`src/rtl/sfe_pkg.sv`:
```
package sfe_pkg;
  localparam int SFE_NPINS = 4;

  typedef struct packed {
    logic sck;
    logic si;
    logic csn;
    logic holdn;
  } sfe_pins_t;

  localparam sfe_pins_t SFE_PINS_IDLE = '{sck: 1'b0, si: 1'b0, csn: 1'b1, holdn: 1'b1};
endpackage

```
`src/rtl/sfe_sync.sv`:
```
module sfe_sync #(
  parameter int             W       = 1,
  parameter int             STAGES  = 2,
  parameter logic [W-1:0]   RST_VAL = '0
) (
  input  logic         clk,
  input  logic         rst_n,
  input  logic [W-1:0] d,
  output logic [W-1:0] q
);
  logic [STAGES-1:0][W-1:0] stg_q;

  always_ff @(posedge clk or negedge rst_n) begin
    if (!rst_n) begin
      for (int i = 0; i < STAGES; i++) stg_q[i] <= RST_VAL;
    end else begin
      stg_q[0] <= d;
      for (int i = 1; i < STAGES; i++) stg_q[i] <= stg_q[i-1];
    end
  end

  assign q = stg_q[STAGES-1];
endmodule

```
`src/rtl/sfe_hold_ctrl.sv`:
```
module sfe_hold_ctrl (
  input  logic clk,
  input  logic rst_n,
  input  logic sel,
  input  logic sck_lvl,
  input  logic holdn,
  output logic hold
);
  logic hold_q, hold_d;

  always_comb begin
    hold_d = hold_q;
    if (!sel)          hold_d = 1'b0;
    else if (!sck_lvl) hold_d = ~holdn;
  end

  always_ff @(posedge clk or negedge rst_n) begin
    if (!rst_n) hold_q <= 1'b0;
    else        hold_q <= hold_d;
  end

  assign hold = hold_q;

  // no entry into hold while clock is high
  a_r8_no_entry_high: assert property (@(posedge clk) disable iff (!rst_n)
    (sck_lvl && !hold_q) |=> !hold_q);
  // no release while clock is high and selected
  a_r9_no_exit_high: assert property (@(posedge clk) disable iff (!rst_n)
    (sck_lvl && sel && hold_q) |=> hold_q);
  // deselect clears hold
  a_r10_desel_clears: assert property (@(posedge clk) disable iff (!rst_n)
    !sel |=> !hold_q);
endmodule

```
`src/rtl/sfe_shifter.sv`:
```
module sfe_shifter #(
  parameter int W = 8
) (
  input  logic         clk,
  input  logic         rst_n,
  input  logic         sel,
  input  logic         frame_start,
  input  logic         frame_end,
  input  logic         sck_rise,
  input  logic         sck_fall,
  input  logic         hold,
  input  logic         si,
  input  logic [W-1:0] tx_byte,
  output logic         rx_valid,
  output logic [W-1:0] rx_byte,
  output logic         so_bit,
  output logic         abort
);
  localparam int CNT_W = (W > 1) ? $clog2(W) : 1;
  localparam logic [CNT_W-1:0] LAST = CNT_W'(W - 1);

  logic [CNT_W-1:0] cnt_q, cnt_d;
  logic [W-1:0]     rx_sh_q, rx_sh_d, tx_sh_q, tx_sh_d, rx_byte_q, rx_byte_d;
  logic             armed_q, armed_d, valid_q, valid_d, abort_q, abort_d;
  logic             run;

  assign run = sel && !hold;

  always_comb begin
    cnt_d     = cnt_q;
    rx_sh_d   = rx_sh_q;
    tx_sh_d   = tx_sh_q;
    rx_byte_d = rx_byte_q;
    armed_d   = armed_q;
    valid_d   = 1'b0;
    abort_d   = 1'b0;
    if (frame_start) begin
      cnt_d   = '0;
      armed_d = 1'b0;
      tx_sh_d = tx_byte;
    end else if (frame_end) begin
      abort_d = (cnt_q != '0);
      cnt_d   = '0;
      armed_d = 1'b0;
    end else if (run && sck_rise) begin
      rx_sh_d = {rx_sh_q[W-2:0], si};
      armed_d = 1'b1;
      if (cnt_q == LAST) begin
        cnt_d     = '0;
        valid_d   = 1'b1;
        rx_byte_d = {rx_sh_q[W-2:0], si};
      end else begin
        cnt_d = cnt_q + 1'b1;
      end
    end else if (run && sck_fall && armed_q) begin
      armed_d = 1'b0;
      if (cnt_q == '0) tx_sh_d = tx_byte;
      else             tx_sh_d = {tx_sh_q[W-2:0], 1'b0};
    end
  end

  always_ff @(posedge clk or negedge rst_n) begin
    if (!rst_n) begin
      cnt_q     <= '0;
      rx_sh_q   <= '0;
      tx_sh_q   <= '0;
      rx_byte_q <= '0;
      armed_q   <= 1'b0;
      valid_q   <= 1'b0;
      abort_q   <= 1'b0;
    end else begin
      cnt_q     <= cnt_d;
      rx_sh_q   <= rx_sh_d;
      tx_sh_q   <= tx_sh_d;
      rx_byte_q <= rx_byte_d;
      armed_q   <= armed_d;
      valid_q   <= valid_d;
      abort_q   <= abort_d;
    end
  end

  assign rx_valid = valid_q;
  assign rx_byte  = rx_byte_q;
  assign so_bit   = tx_sh_q[W-1];
  assign abort    = abort_q;

  // byte strobe lasts a single cycle
  a_r2_valid_pulse: assert property (@(posedge clk) disable iff (!rst_n)
    rx_valid |=> !rx_valid);
  // bit position frozen during hold
  a_r7_cnt_frozen: assert property (@(posedge clk) disable iff (!rst_n)
    (hold && sel) |=> $stable(cnt_q));
  // an aborted byte never also reports valid
  a_r6_abort_excl: assert property (@(posedge clk) disable iff (!rst_n)
    abort |-> !rx_valid);
endmodule

```
`src/rtl/sfe_spi_frontend.sv`:
```
module sfe_spi_frontend
  import sfe_pkg::*;
#(
  parameter int W           = 8,
  parameter int SYNC_STAGES = 2
) (
  input  logic         clk,
  input  logic         rst_n,
  input  logic         sck_i,
  input  logic         si_i,
  input  logic         csn_i,
  input  logic         holdn_i,
  input  logic [W-1:0] tx_byte_i,
  output logic         so_o,
  output logic         so_oe_o,
  output logic         rx_valid_o,
  output logic [W-1:0] rx_byte_o,
  output logic         frame_start_o,
  output logic         abort_o
);
  logic      rst_ni;
  sfe_pins_t pins_raw, pins_s;
  logic      sck_q, sel_q, sel_s, hold;
  logic      sck_rise, sck_fall, frame_start, frame_end;

  sfe_sync #(.W(1), .STAGES(SYNC_STAGES), .RST_VAL(1'b0)) u_rst_sync (
    .clk(clk), .rst_n(rst_n), .d(1'b1), .q(rst_ni));

  assign pins_raw = '{sck: sck_i, si: si_i, csn: csn_i, holdn: holdn_i};

  sfe_sync #(.W(SFE_NPINS), .STAGES(SYNC_STAGES), .RST_VAL(SFE_PINS_IDLE)) u_pin_sync (
    .clk(clk), .rst_n(rst_ni), .d(pins_raw), .q(pins_s));

  assign sel_s = ~pins_s.csn;

  always_ff @(posedge clk or negedge rst_ni) begin
    if (!rst_ni) begin
      sck_q <= 1'b0;
      sel_q <= 1'b0;
    end else begin
      sck_q <= pins_s.sck;
      sel_q <= sel_s;
    end
  end

  assign sck_rise    =  pins_s.sck & ~sck_q;
  assign sck_fall    = ~pins_s.sck &  sck_q;
  assign frame_start =  sel_s & ~sel_q;
  assign frame_end   = ~sel_s &  sel_q;

  sfe_hold_ctrl u_hold (
    .clk(clk), .rst_n(rst_ni), .sel(sel_s), .sck_lvl(pins_s.sck),
    .holdn(pins_s.holdn), .hold(hold));

  sfe_shifter #(.W(W)) u_shift (
    .clk(clk), .rst_n(rst_ni), .sel(sel_s), .frame_start(frame_start),
    .frame_end(frame_end), .sck_rise(sck_rise), .sck_fall(sck_fall),
    .hold(hold), .si(pins_s.si), .tx_byte(tx_byte_i),
    .rx_valid(rx_valid_o), .rx_byte(rx_byte_o), .so_bit(so_o), .abort(abort_o));

  assign so_oe_o       = sel_s & ~hold;
  assign frame_start_o = frame_start;

  // frame start is a single-cycle pulse
  a_r5_start_pulse: assert property (@(posedge clk) disable iff (!rst_ni)
    frame_start_o |=> !frame_start_o);
  // output bit moves only after a falling clock edge or a new frame
  a_r4_so_on_fall: assert property (@(posedge clk) disable iff (!rst_ni)
    (!$past(sck_fall) && !$past(frame_start)) |-> $stable(so_o));
endmodule

```
`config.mk`:
```
export PLATFORM = sky130hd
export DESIGN_NAME = sfe_spi_frontend
export DESIGN_NICKNAME = d
export VERILOG_FILES = /design/src/rtl/sfe_pkg.sv /design/src/rtl/sfe_sync.sv /design/src/rtl/sfe_hold_ctrl.sv /design/src/rtl/sfe_shifter.sv /design/src/rtl/sfe_spi_frontend.sv
export SDC_FILE = /design/constraint.sdc
export NUM_CORES = 1
export LEC_CHECK = 0
export ABC_AREA = 0
export BUFFER_PORTS_ARGS = -buffer_cell sky130_fd_sc_hd__buf_4
export CORE_MARGIN = 2
export CORE_UTILIZATION = 40
export CTS_BUF_LIST = sky130_fd_sc_hd__clkbuf_4 sky130_fd_sc_hd__clkbuf_8
export DETAILED_ROUTE_END_ITERATION = 6
export GPL_TIMING_DRIVEN = 0
export HOLD_SLACK_MARGIN = 0.06
export PLACE_DENSITY = 0.64
export RECOVER_POWER = 100
export SYNTH_ARGS = -nofsm -noshare
export SYNTH_HDL_FRONTEND = slang
export SYNTH_SLANG_ARGS = --single-unit
```
`constraint.sdc`:
```
create_clock -name clk -period 3.45 [get_ports clk]
set_input_delay 0.8625 -clock clk [delete_from_list [all_inputs] [get_ports clk]]
set_output_delay 0.8625 -clock clk [all_outputs]
set_load 0.05 [all_outputs]
```
==> impl_metrics.env, run 1 <==
export IMPL_layout_area_overhead_vs_synth_pct=17.5
export IMPL_multiInputGateArea_sq_um=627
export IMPL_internal_power_mw=0.956
export IMPL_power_density_mw_per_mm2=649
export IMPL_io_pins=27
export IMPL_mostFrequentLayoutCells="dfrtp_1, clkbuf_1, mux2_2"
export IMPL_comb_power_share_pct=22.2
export IMPL_n_antenna_cell=0
export IMPL_drtPass1Iterations=4
export IMPL_wl_per_cell_microns=13.9
export IMPL_fillCellCount=415
export IMPL_skew_ns=0.00780
export IMPL_finalCriticalPeriod_ns=2.56
export IMPL_critPathCapture="frame_start_o"
export IMPL_netlist_area_sq_mm=0.00176
export IMPL_sequentialPowerShare_pct=48.1
export IMPL_fin_nets=183
export IMPL_ys_ff_latch=42
export IMPL_gp_congestion=0.770
export IMPL_cts_tree="built"
export IMPL_power_leakage_nw=0.953
export IMPL_overflow=0
export IMPL_grt_usage_pct=13.8
export IMPL_ctsHoldBuffers=0
export IMPL_synth_warnings=0
export IMPL_rr_worst_depth=7
export IMPL_clk_pin_slew_ns=0.07
export IMPL_core_area_sq_mm=0.00429
export IMPL_timing_hold_violations_final=0
export IMPL_p_clk_share_pct=29.7
export IMPL_total_power_mw=1.34
export IMPL_hold_path_class="primary input to asynchronous set/reset pin"
export IMPL_tightest_slew_ns=1.53
export IMPL_crit_path_end_kind="output port"
export IMPL_final_common_cell="dfrtp_1"
export IMPL_regToRegEndpoint="u_shift.tx_sh_q[0]$_DFFE_PN0P_"
export IMPL_yosysSeqAreaShare_pct=60.1
export IMPL_synthCells=131
export IMPL_startpoint_type="register"
export IMPL_synth_edf_count=0
export IMPL_grt_max_degree=41
export IMPL_grt_pass1_vias=1141
export IMPL_synth_ff_type="dfrtp_1"
export IMPL_cap_violations=1
export IMPL_crit_arrival_ns=1.70
export IMPL_drt_vias_per_instance=5.05
export IMPL_cts_buffer_depth=2
export IMPL_fin_setup_tns_ns=0
export IMPL_switchingPower_mw=0.384
export IMPL_failed_checks="max-capacitance violations, max-slew violations"
export IMPL_grt_pass1_wl_mm=5.25
export IMPL_die_area_sq_mm=0.00494
export IMPL_start_util_pct=40.9
export IMPL_regToRegSetupSlack_ns=1.30
export IMPL_cts_setup_buffers=0
export IMPL_final_period_utilization_pct=74.1
export IMPL_cp_max_fo=11
export IMPL_async_flop_share_pct=100
export IMPL_rows=24
export IMPL_wl_mm=3.02
export IMPL_swShare_pct=28.6
export IMPL_seq_area_sq_mm=0.00106
export IMPL_rsz0062_at_grt="false"
export IMPL_whs_ns=0.352
export IMPL_drt_iter0_drc=67
export IMPL_cp_required_ns=2.59
export IMPL_syn_num_nets=150
export IMPL_vdd_ir_drop_max_v=0.000306
export IMPL_drc=0
export IMPL_port_buffer_count=26
export IMPL_cts_sinks=42
export IMPL_drive_above_1_share_pct=28.5
export IMPL_setup_violations=0
export IMPL_die_h_microns=70.3
export IMPL_fmax_ghz=0.391
export IMPL_crit_start="u_pin_sync.q[1]$_DFF_PN1_"
export IMPL_via_count=1095
export IMPL_hpwl_mm=2.13
export IMPL_cts_buffers=5
export IMPL_ys_types=30
export IMPL_slew_violations=41
export IMPL_htree_levels=2
export IMPL_crit_type="register to output port"
export IMPL_antenna_found_initial=0
export IMPL_synth_area_per_cell_sq_um=13.4
export IMPL_clockRootBuffer="clkbuf_8"
export IMPL_outcome="finished with violations"
export IMPL_slew_headroom_pct=-1.74
export IMPL_postRouteAntennaNets=0
export IMPL_clk_latency_ns=0.28
export IMPL_cts_resized=0
export IMPL_r2r_start="u_pin_sync.q[1]$_DFF_PN1_"
export IMPL_die_w_microns=70.3
==> worst min-delay path by stage <==
stage                     slack, ns  cells after the start                          start                        end
final                          0.35                      1                          rst_n     u_rst_sync.q$_DFF_PN0_
after detailed placement       0.34                      0  u_pin_sync.stg_q[2]$_DFF_PN0_  u_pin_sync.q[2]$_DFF_PN0_
after floorplan                0.33                      0  u_pin_sync.stg_q[2]$_DFF_PN0_  u_pin_sync.q[2]$_DFF_PN0_
after global placement         0.33                      0  u_pin_sync.stg_q[3]$_DFF_PN0_  u_pin_sync.q[3]$_DFF_PN0_
after global routing           0.34                      1                          rst_n     u_rst_sync.q$_DFF_PN0_
after CTS                      0.33                      1                          rst_n     u_rst_sync.q$_DFF_PN0_
==> metal layers <==
layer | global-route usage, % | vias up | wire, microns
li1 | - | 533 | -
met1 | 16.8 | 537 | 1390
met2 | 22.2 | 23 | 1490
met3 | 5.34 | 2 | 117
met4 | 4.91 | 0 | 24
met5 | 0 | - | 0
==> synth_stat cells (2+ instances only) <==
cell type	n	area (sq um)
dfrtp_1	38	951
mux2_2	15	169
o21ai_0	10	50.1
a211oi_1	7	52.6
a31oi_1	7	43.8
inv_1	6	22.5
or3b_2	6	52.6
ha_1	5	62.6
dfstp_2	4	105
mux2i_1	4	40.0
nor2_1	4	15.0
clkbuf_1	3	11.3
nand2_1	3	11.3
buf_6	2	22.5
nor2b_1	2	12.5
==> registers in the layout, summed over array words and instances, names as in the netlist <==
signal	count
u_shift.rx_byte	8
u_shift.tx_sh_q	8
u_shift.rx_sh_q	7
u_pin_sync.q	4
u_pin_sync.stg_q	4
u_shift.cnt_q	3
sck_q	1
sel_q	1
u_hold.hold	1
u_rst_sync.q	1
u_rst_sync.stg_q	1
u_shift.abort	1
u_shift.armed_q	1
u_shift.rx_valid	1
==> metrics by stage <==
step,area [sq um],worst slack (ns),instances,util (%)
after floorplan,1760,1.44,131,-
after global placement,2020,1.37,209,47.0
after detailed placement,2020,1.36,209,47.0
after CTS,2140,1.04,217,49.8
after global routing,2060,0.778,217,48.0
final,2060,0.892,217,48.0
==> power by group through the flow <==
stage          registers (mW)  logic, mW  clock network, mW
2_1_floorplan           0.668      0.204                  0
3_3_place_gp            0.648      0.294                  0
3_5_place_dp            0.657      0.309                  0
4_1_cts                 0.647      0.310              0.412
5_1_grt                 0.660      0.334              0.434
6_report                0.644      0.297              0.398
==> cells by family (layout without fill, tap and decap cells) <==
logic type	count (synthesis)	after routing	synth area share, %
AOI/OAI and AO/OA	27	27	9.62
adders and majority gates	5	5	3.56
buffers and inverters	11	45	3.20
DFF	42	42	60.1
muxes	19	19	11.9
other	1	1	0.213
and+or+nand+nor	26	26	11.4
==> final cells by class <==
cell class	instances	share of cell area, %
flip-flops and latches	42	51.2
multi-input cells	78	30.4
repair buffers	26	7.10
clock buffers	7	4.37
well taps	52	3.15
clock inverters	1	1.46
plain buffers	5	1.27
inverters	6	1.09
==> critical path, stage by stage, from the launching register on <==
cell	delay [ns]
dfstp_1	0.65
inv_1	0.10
ha_1	0.33
clkbuf_1	0.34
No activity file was read; power rests on OpenSTA's default activity.
==> run 2: changes to the inputs <==
- ABC_AREA: 0 -> 1
- clock period: 3.45 -> 2.6 ns (I/O delays scaled with it)
==> impl_metrics.env, run 2 <==
export IMPL_synth_top_area_share_pct=54.6
export IMPL_antenna_found_initial=0
export IMPL_synth_warnings=0
export IMPL_slowest_delay_ns=0.58
export IMPL_vdd_ir_drop_max_v=0.000410
export IMPL_worstPathCellList="inv_1 > ha_1 > clkbuf_1"
export IMPL_fillCellCount=429
export IMPL_synth_edf_count=0
export IMPL_cp_max_fo=4
export IMPL_cpMaxStageDelayCell="dfstp_1"
export IMPL_async_flop_share_pct=100
export IMPL_htree_levels=2
export IMPL_clk_latency_ns=0.29
export IMPL_mostFrequentLayoutCells="nand2_1, dfrtp_1, nand3_1"
export IMPL_rsz0062_at_grt="false"
export IMPL_final_period_utilization_pct=83.6
export IMPL_fmax_ghz=0.460
export IMPL_regToRegSetupSlack_ns=0.55
export IMPL_synth_ff_type="dfrtp_1"
export IMPL_cts_buffers=5
export IMPL_ys_types=23
export IMPL_drtPass1Iterations=4
export IMPL_synth_top_area_cell="dfrtp_1"
export IMPL_total_power_mw=1.53
export IMPL_drc=0
export IMPL_crit_path_end_kind="output port"
export IMPL_cts_sinks=42
export IMPL_final_common_cell="nand2_1"
export IMPL_drt_vias_per_instance=4.59
export IMPL_layoutNonFillerInstCount=267
export IMPL_r2r_start="u_pin_sync.q[1]$_DFF_PN1_"
export IMPL_slew_headroom_pct=-0.968
export IMPL_synth_common_cells="nand2_1, dfrtp_1, nand3_1"
export IMPL_rr_worst_depth=7
export IMPL_postRouteAntennaNets=0
export IMPL_synth_most_common_cell="nand2_1"
export IMPL_timing_hold_violations_final=0
export IMPL_synthCells=181
export IMPL_ys_ff_latch=42
export IMPL_outcome="finished with violations"
export IMPL_skew_ns=0.00730
export IMPL_grt_usage_pct=12.9
export IMPL_ctsHoldBuffers=0
export IMPL_power_density_mw_per_mm2=762
export IMPL_cap_violations=1
export IMPL_hold_path_class="primary input to asynchronous set/reset pin"
export IMPL_gp_congestion=0.727
export IMPL_crit_arrival_ns=1.52
export IMPL_startpoint_type="register"
export IMPL_cts_setup_buffers=0
export IMPL_io_pins=27
export IMPL_wl_mm=2.83
export IMPL_die_h_microns=70.0
export IMPL_regToRegEndpoint="u_shift.rx_byte[4]$_DFFE_PN0P_"
export IMPL_wl_per_cell_microns=10.6
export IMPL_clockRootBuffer="clkbuf_8"
export IMPL_cp_required_ns=1.95
export IMPL_power_leakage_nw=1.08
export IMPL_port_buffer_count=26
export IMPL_tightest_slew_ns=1.51
export IMPL_cts_buffer_depth=2
export IMPL_grt_max_degree=41
export IMPL_failed_checks="max-capacitance violations, max-slew violations"
export IMPL_yosysSeqAreaShare_pct=60.6
export IMPL_start_util_pct=40.9
export IMPL_whs_ns=0.130
export IMPL_setup_violations=0
export IMPL_die_w_microns=70.0
export IMPL_drt_iter0_drc=82
export IMPL_finalCriticalPeriod_ns=2.17
export IMPL_fin_nets=233
export IMPL_slew_violations=41
export IMPL_synth_area_per_cell_sq_um=9.63
export IMPL_drive_above_1_share_pct=14.0
export IMPL_cp_top_family="flip-flops"
export IMPL_overflow=0
export IMPL_crit_type="register to output port"
export IMPL_grt_pass1_wl_mm=5.00
export IMPL_die_area_sq_mm=0.00490
export IMPL_grt_pass1_vias=1135
export IMPL_clk_pin_slew_ns=0.07
export IMPL_synthTopCellsByArea="dfrtp_1, nand2_1, nand3_1"
export IMPL_fin_setup_tns_ns=0
export IMPL_path_buf_inv=2
export IMPL_placed_cells=259
export IMPL_netlist_area_sq_mm=0.00174
export IMPL_core_area_sq_mm=0.00426
export IMPL_cts_resized=0
export IMPL_n_antenna_cell=0
export IMPL_layout_area_overhead_vs_synth_pct=15.4
export IMPL_syn_num_nets=200
export IMPL_via_count=1225
export IMPL_hpwl_mm=1.94
export IMPL_utilization_pct=47.2
export IMPL_cts_tree="built"
export IMPL_rows=24
==> run 2: power breakdown <==
part,switching [mW],internal (mW)
registers,0.0669,0.751
clock network,0.208,0.224
logic,0.185,0.0963
total,0.459,1.07
==> run 2: worst max-delay path by stage <==
stage / slack (ns) / to / cells after the start / from
floorplan: 0.90 / u_shift.tx_sh_q[7]$_DFFE_PN0P_ / 8 / u_pin_sync.q[1]$_DFF_PN1_
global placement: 0.89 / u_shift.abort$_DFF_PN0_ / 0 / u_rst_sync.q$_DFF_PN0_
detailed placement: 0.90 / frame_start_o / 3 / u_pin_sync.q[1]$_DFF_PN1_
CTS: 0.57 / frame_start_o / 3 / u_pin_sync.q[1]$_DFF_PN1_
global route: 0.31 / u_shift.rx_byte[4]$_DFFE_PN0P_ / 7 / u_pin_sync.q[1]$_DFF_PN1_
finish: 0.43 / frame_start_o / 3 / u_pin_sync.q[1]$_DFF_PN1_
==> run 2: kinds of logic (layout without fill, tap and decap cells) <==
logic type	count (synthesis)	count (layout)	synth area share [%]
other	1	1	0.215
flip-flops	42	42	60.6
buffers and inverters	16	50	4.31
adder cells (fa/ha/maj)	5	5	3.59
AND/OR/NAND/NOR	108	108	28.4
AO/OA/AOI/OAI	9	9	2.87
==> run 2: layer usage <==
layer | vias to the layer above | global-route usage, % | wire length, microns
met5 | - | 0 | 0
met4 | 0 | 6.62 | 67
met3 | 6 | 3.90 | 106
met2 | 18 | 18.1 | 1150
met1 | 563 | 18.2 | 1510
li1 | 638 | - | -
==> run 2: stage by stage <==
step           cell area, sq um  setup WS [ns]
3_5_place_dp               2000          0.895
4_1_cts                    2100          0.567
5_1_grt                    2010          0.308
6_report                   2010          0.425
3_3_place_gp               2000          0.888
2_1_floorplan              1740          0.904
==> run 2: cell type report <==
type / count / area, sq um / area share, %
clock buffers: 7 / 90.1 / 4.48
well taps: 52 / 65.1 / 3.24
clock inverters: 1 / 5.00 / 0.249
repair buffers: 26 / 143 / 7.09
multi-input cells: 123 / 587 / 29.2
inverters: 15 / 61.3 / 3.05
flip-flops and latches: 42 / 1060 / 52.5
plain buffers: 1 / 3.75 / 0.187
==> run 3: changes to the inputs <==
- clock period: 2.6 -> 2.1 ns (I/O delays scaled with it)
==> impl_metrics.env, run 3 (synthesized netlist as in run 2, its figures left out) <==
export IMPL_total_power_mw=1.91
export IMPL_die_h_microns=70.0
export IMPL_regToRegSetupSlack_ns=0.27
export IMPL_timing_hold_violations_final=0
export IMPL_hpwl_mm=1.94
export IMPL_postRouteAntennaNets=0
export IMPL_finalCriticalPeriod_ns=1.92
export IMPL_wl_mm=2.83
export IMPL_die_area_sq_mm=0.00490
export IMPL_failed_checks="max-capacitance violations, max-slew violations"
export IMPL_final_common_cell="nand2_1"
export IMPL_crit_start="u_pin_sync.q[1]$_DFF_PN1_"
export IMPL_grt_pass1_wl_mm=5.03
export IMPL_layout_area_overhead_vs_synth_pct=17.7
export IMPL_cap_violations=1
export IMPL_cts_buffer_depth=2
export IMPL_fin_setup_tns_ns=0
export IMPL_port_buffer_count=26
export IMPL_hp_start="holdn_i"
export IMPL_clk_latency_ns=0.29
export IMPL_seq_area_sq_mm=0.00106
export IMPL_crit_arrival_ns=1.40
export IMPL_overflow=0
export IMPL_r2r_start="u_pin_sync.q[1]$_DFF_PN1_"
export IMPL_slowest_delay_ns=0.59
export IMPL_cpMaxStageDelayCell="dfstp_1"
export IMPL_fillCellCount=421
export IMPL_cp_top_family="flip-flops"
export IMPL_outcome="finished with violations"
export IMPL_tightest_slew_ns=1.52
export IMPL_fmax_ghz=0.520
export IMPL_drive_above_1_share_pct=16.7
export IMPL_path_buf_inv=2
export IMPL_core_area_sq_mm=0.00426
export IMPL_clockRootBuffer="clkbuf_8"
export IMPL_hold_path_class="primary input to register"
export IMPL_grt_usage_pct=13.0
export IMPL_fin_nets=234
export IMPL_grt_pass1_vias=1147
export IMPL_slew_violations=41
export IMPL_drt_vias_per_instance=4.65
export IMPL_power_density_mw_per_mm2=930
export IMPL_vdd_ir_drop_max_v=0.000518
export IMPL_whs_ns=0.338
export IMPL_mostFrequentLayoutCells="nand2_1, dfrtp_1, nand3_1"
export IMPL_cts_tree="built"
export IMPL_startpoint_type="register"
export IMPL_n_antenna_cell=0
export IMPL_cts_buffers=5
export IMPL_grt_max_degree=41
export IMPL_antenna_found_initial=0
export IMPL_io_pins=27
export IMPL_rsz0062_at_grt="false"
export IMPL_cts_sinks=42
export IMPL_clk_pin_slew_ns=0.07
export IMPL_power_leakage_nw=1.09
export IMPL_crit_path_end_kind="output port"
export IMPL_wl_per_cell_microns=10.6
export IMPL_htree_levels=2
export IMPL_setup_violations=0
export IMPL_via_count=1246
export IMPL_worstPathCellList="inv_2 > ha_1 > buf_4"
export IMPL_cp_required_ns=1.57
export IMPL_drtPass1Iterations=4
export IMPL_multiInputGateArea_sq_um=607
export IMPL_die_w_microns=70.0
export IMPL_rows=24
export IMPL_final_period_utilization_pct=91.5
export IMPL_crit_type="register to output port"
export IMPL_start_util_pct=40.9
export IMPL_gp_congestion=0.727
export IMPL_cp_max_fo=4
export IMPL_skew_ns=0.00647
export IMPL_drt_iter0_drc=79
export IMPL_drc=0
export IMPL_slew_headroom_pct=-1.30
run 3: changes by cell type in the layout (fill, tap and decap cells not counted), sizes merged:
| cell | before | now |
|---|---|---|
| buf | 8 | 9 |
| clkbuf | 26 | 25 |
| clkinv | 3 | 2 |
| clkinvlp | 0 | 1 |
| dlygate4sd3 | 0 | 1 |
run 3: timing repair:
action / in CTS / in global routing
setup buffers: 0 / 0
resized for setup: 0 / 0
hold buffers: 1 / 0
endpoints found under the hold margin: 2 / 0
run 3: through the flow:
stage / cell area (sq um) / utilization [%] / cells / setup WS (ns)
2_1_floorplan: 1740 / - / 181 / 0.404
3_3_place_gp: 2000 / 47.0 / 259 / 0.388
3_5_place_dp: 2000 / 47.0 / 259 / 0.490
4_1_cts: 2110 / 49.5 / 268 / 0.192
5_1_grt: 2050 / 48.1 / 268 / 0.113
6_report: 2050 / 48.1 / 268 / 0.179
run 3: final timing paths:
kind	to	cells after the start
max reg2reg	u_shift.tx_sh_q[0]$_DFFE_PN0P_	7
max	frame_start_o	3
min	u_pin_sync.stg_q[0]$_DFF_PN1_	1
min in group asynchronous	u_rst_sync.stg_q[0]$_DFF_PN0_	2
max in group asynchronous	u_shift.rx_byte[4]$_DFFE_PN0P_	0
min reg2reg	u_pin_sync.q[3]$_DFF_PN0_	0
run 3: cell type report:
class | instances | share of cell area [%]
clock inverter | 1 | 0.244
timing repair buffer | 27 | 7.68
tap | 52 | 3.17
clock buffer | 7 | 4.39
inverter | 15 | 2.80
buffer | 1 | 0.671
sequential | 42 | 51.5
multi-input combinational | 123 | 29.6
run 3: power by group:
group          switching [mW]  internal (mW)
Clock                   0.258          0.278
Sequential             0.0826          0.930
Combinational           0.232          0.126
Total                   0.573           1.33
run 3: layer usage:
layer / up-vias / GRT usage (%) / wire length, microns
met2: 27 / 18.3 / 1190
met5: - / 0 / 0
met1: 575 / 18.2 / 1460
li1: 638 / - / -
met3: 6 / 3.90 / 115
met4: 0 / 6.62 / 67
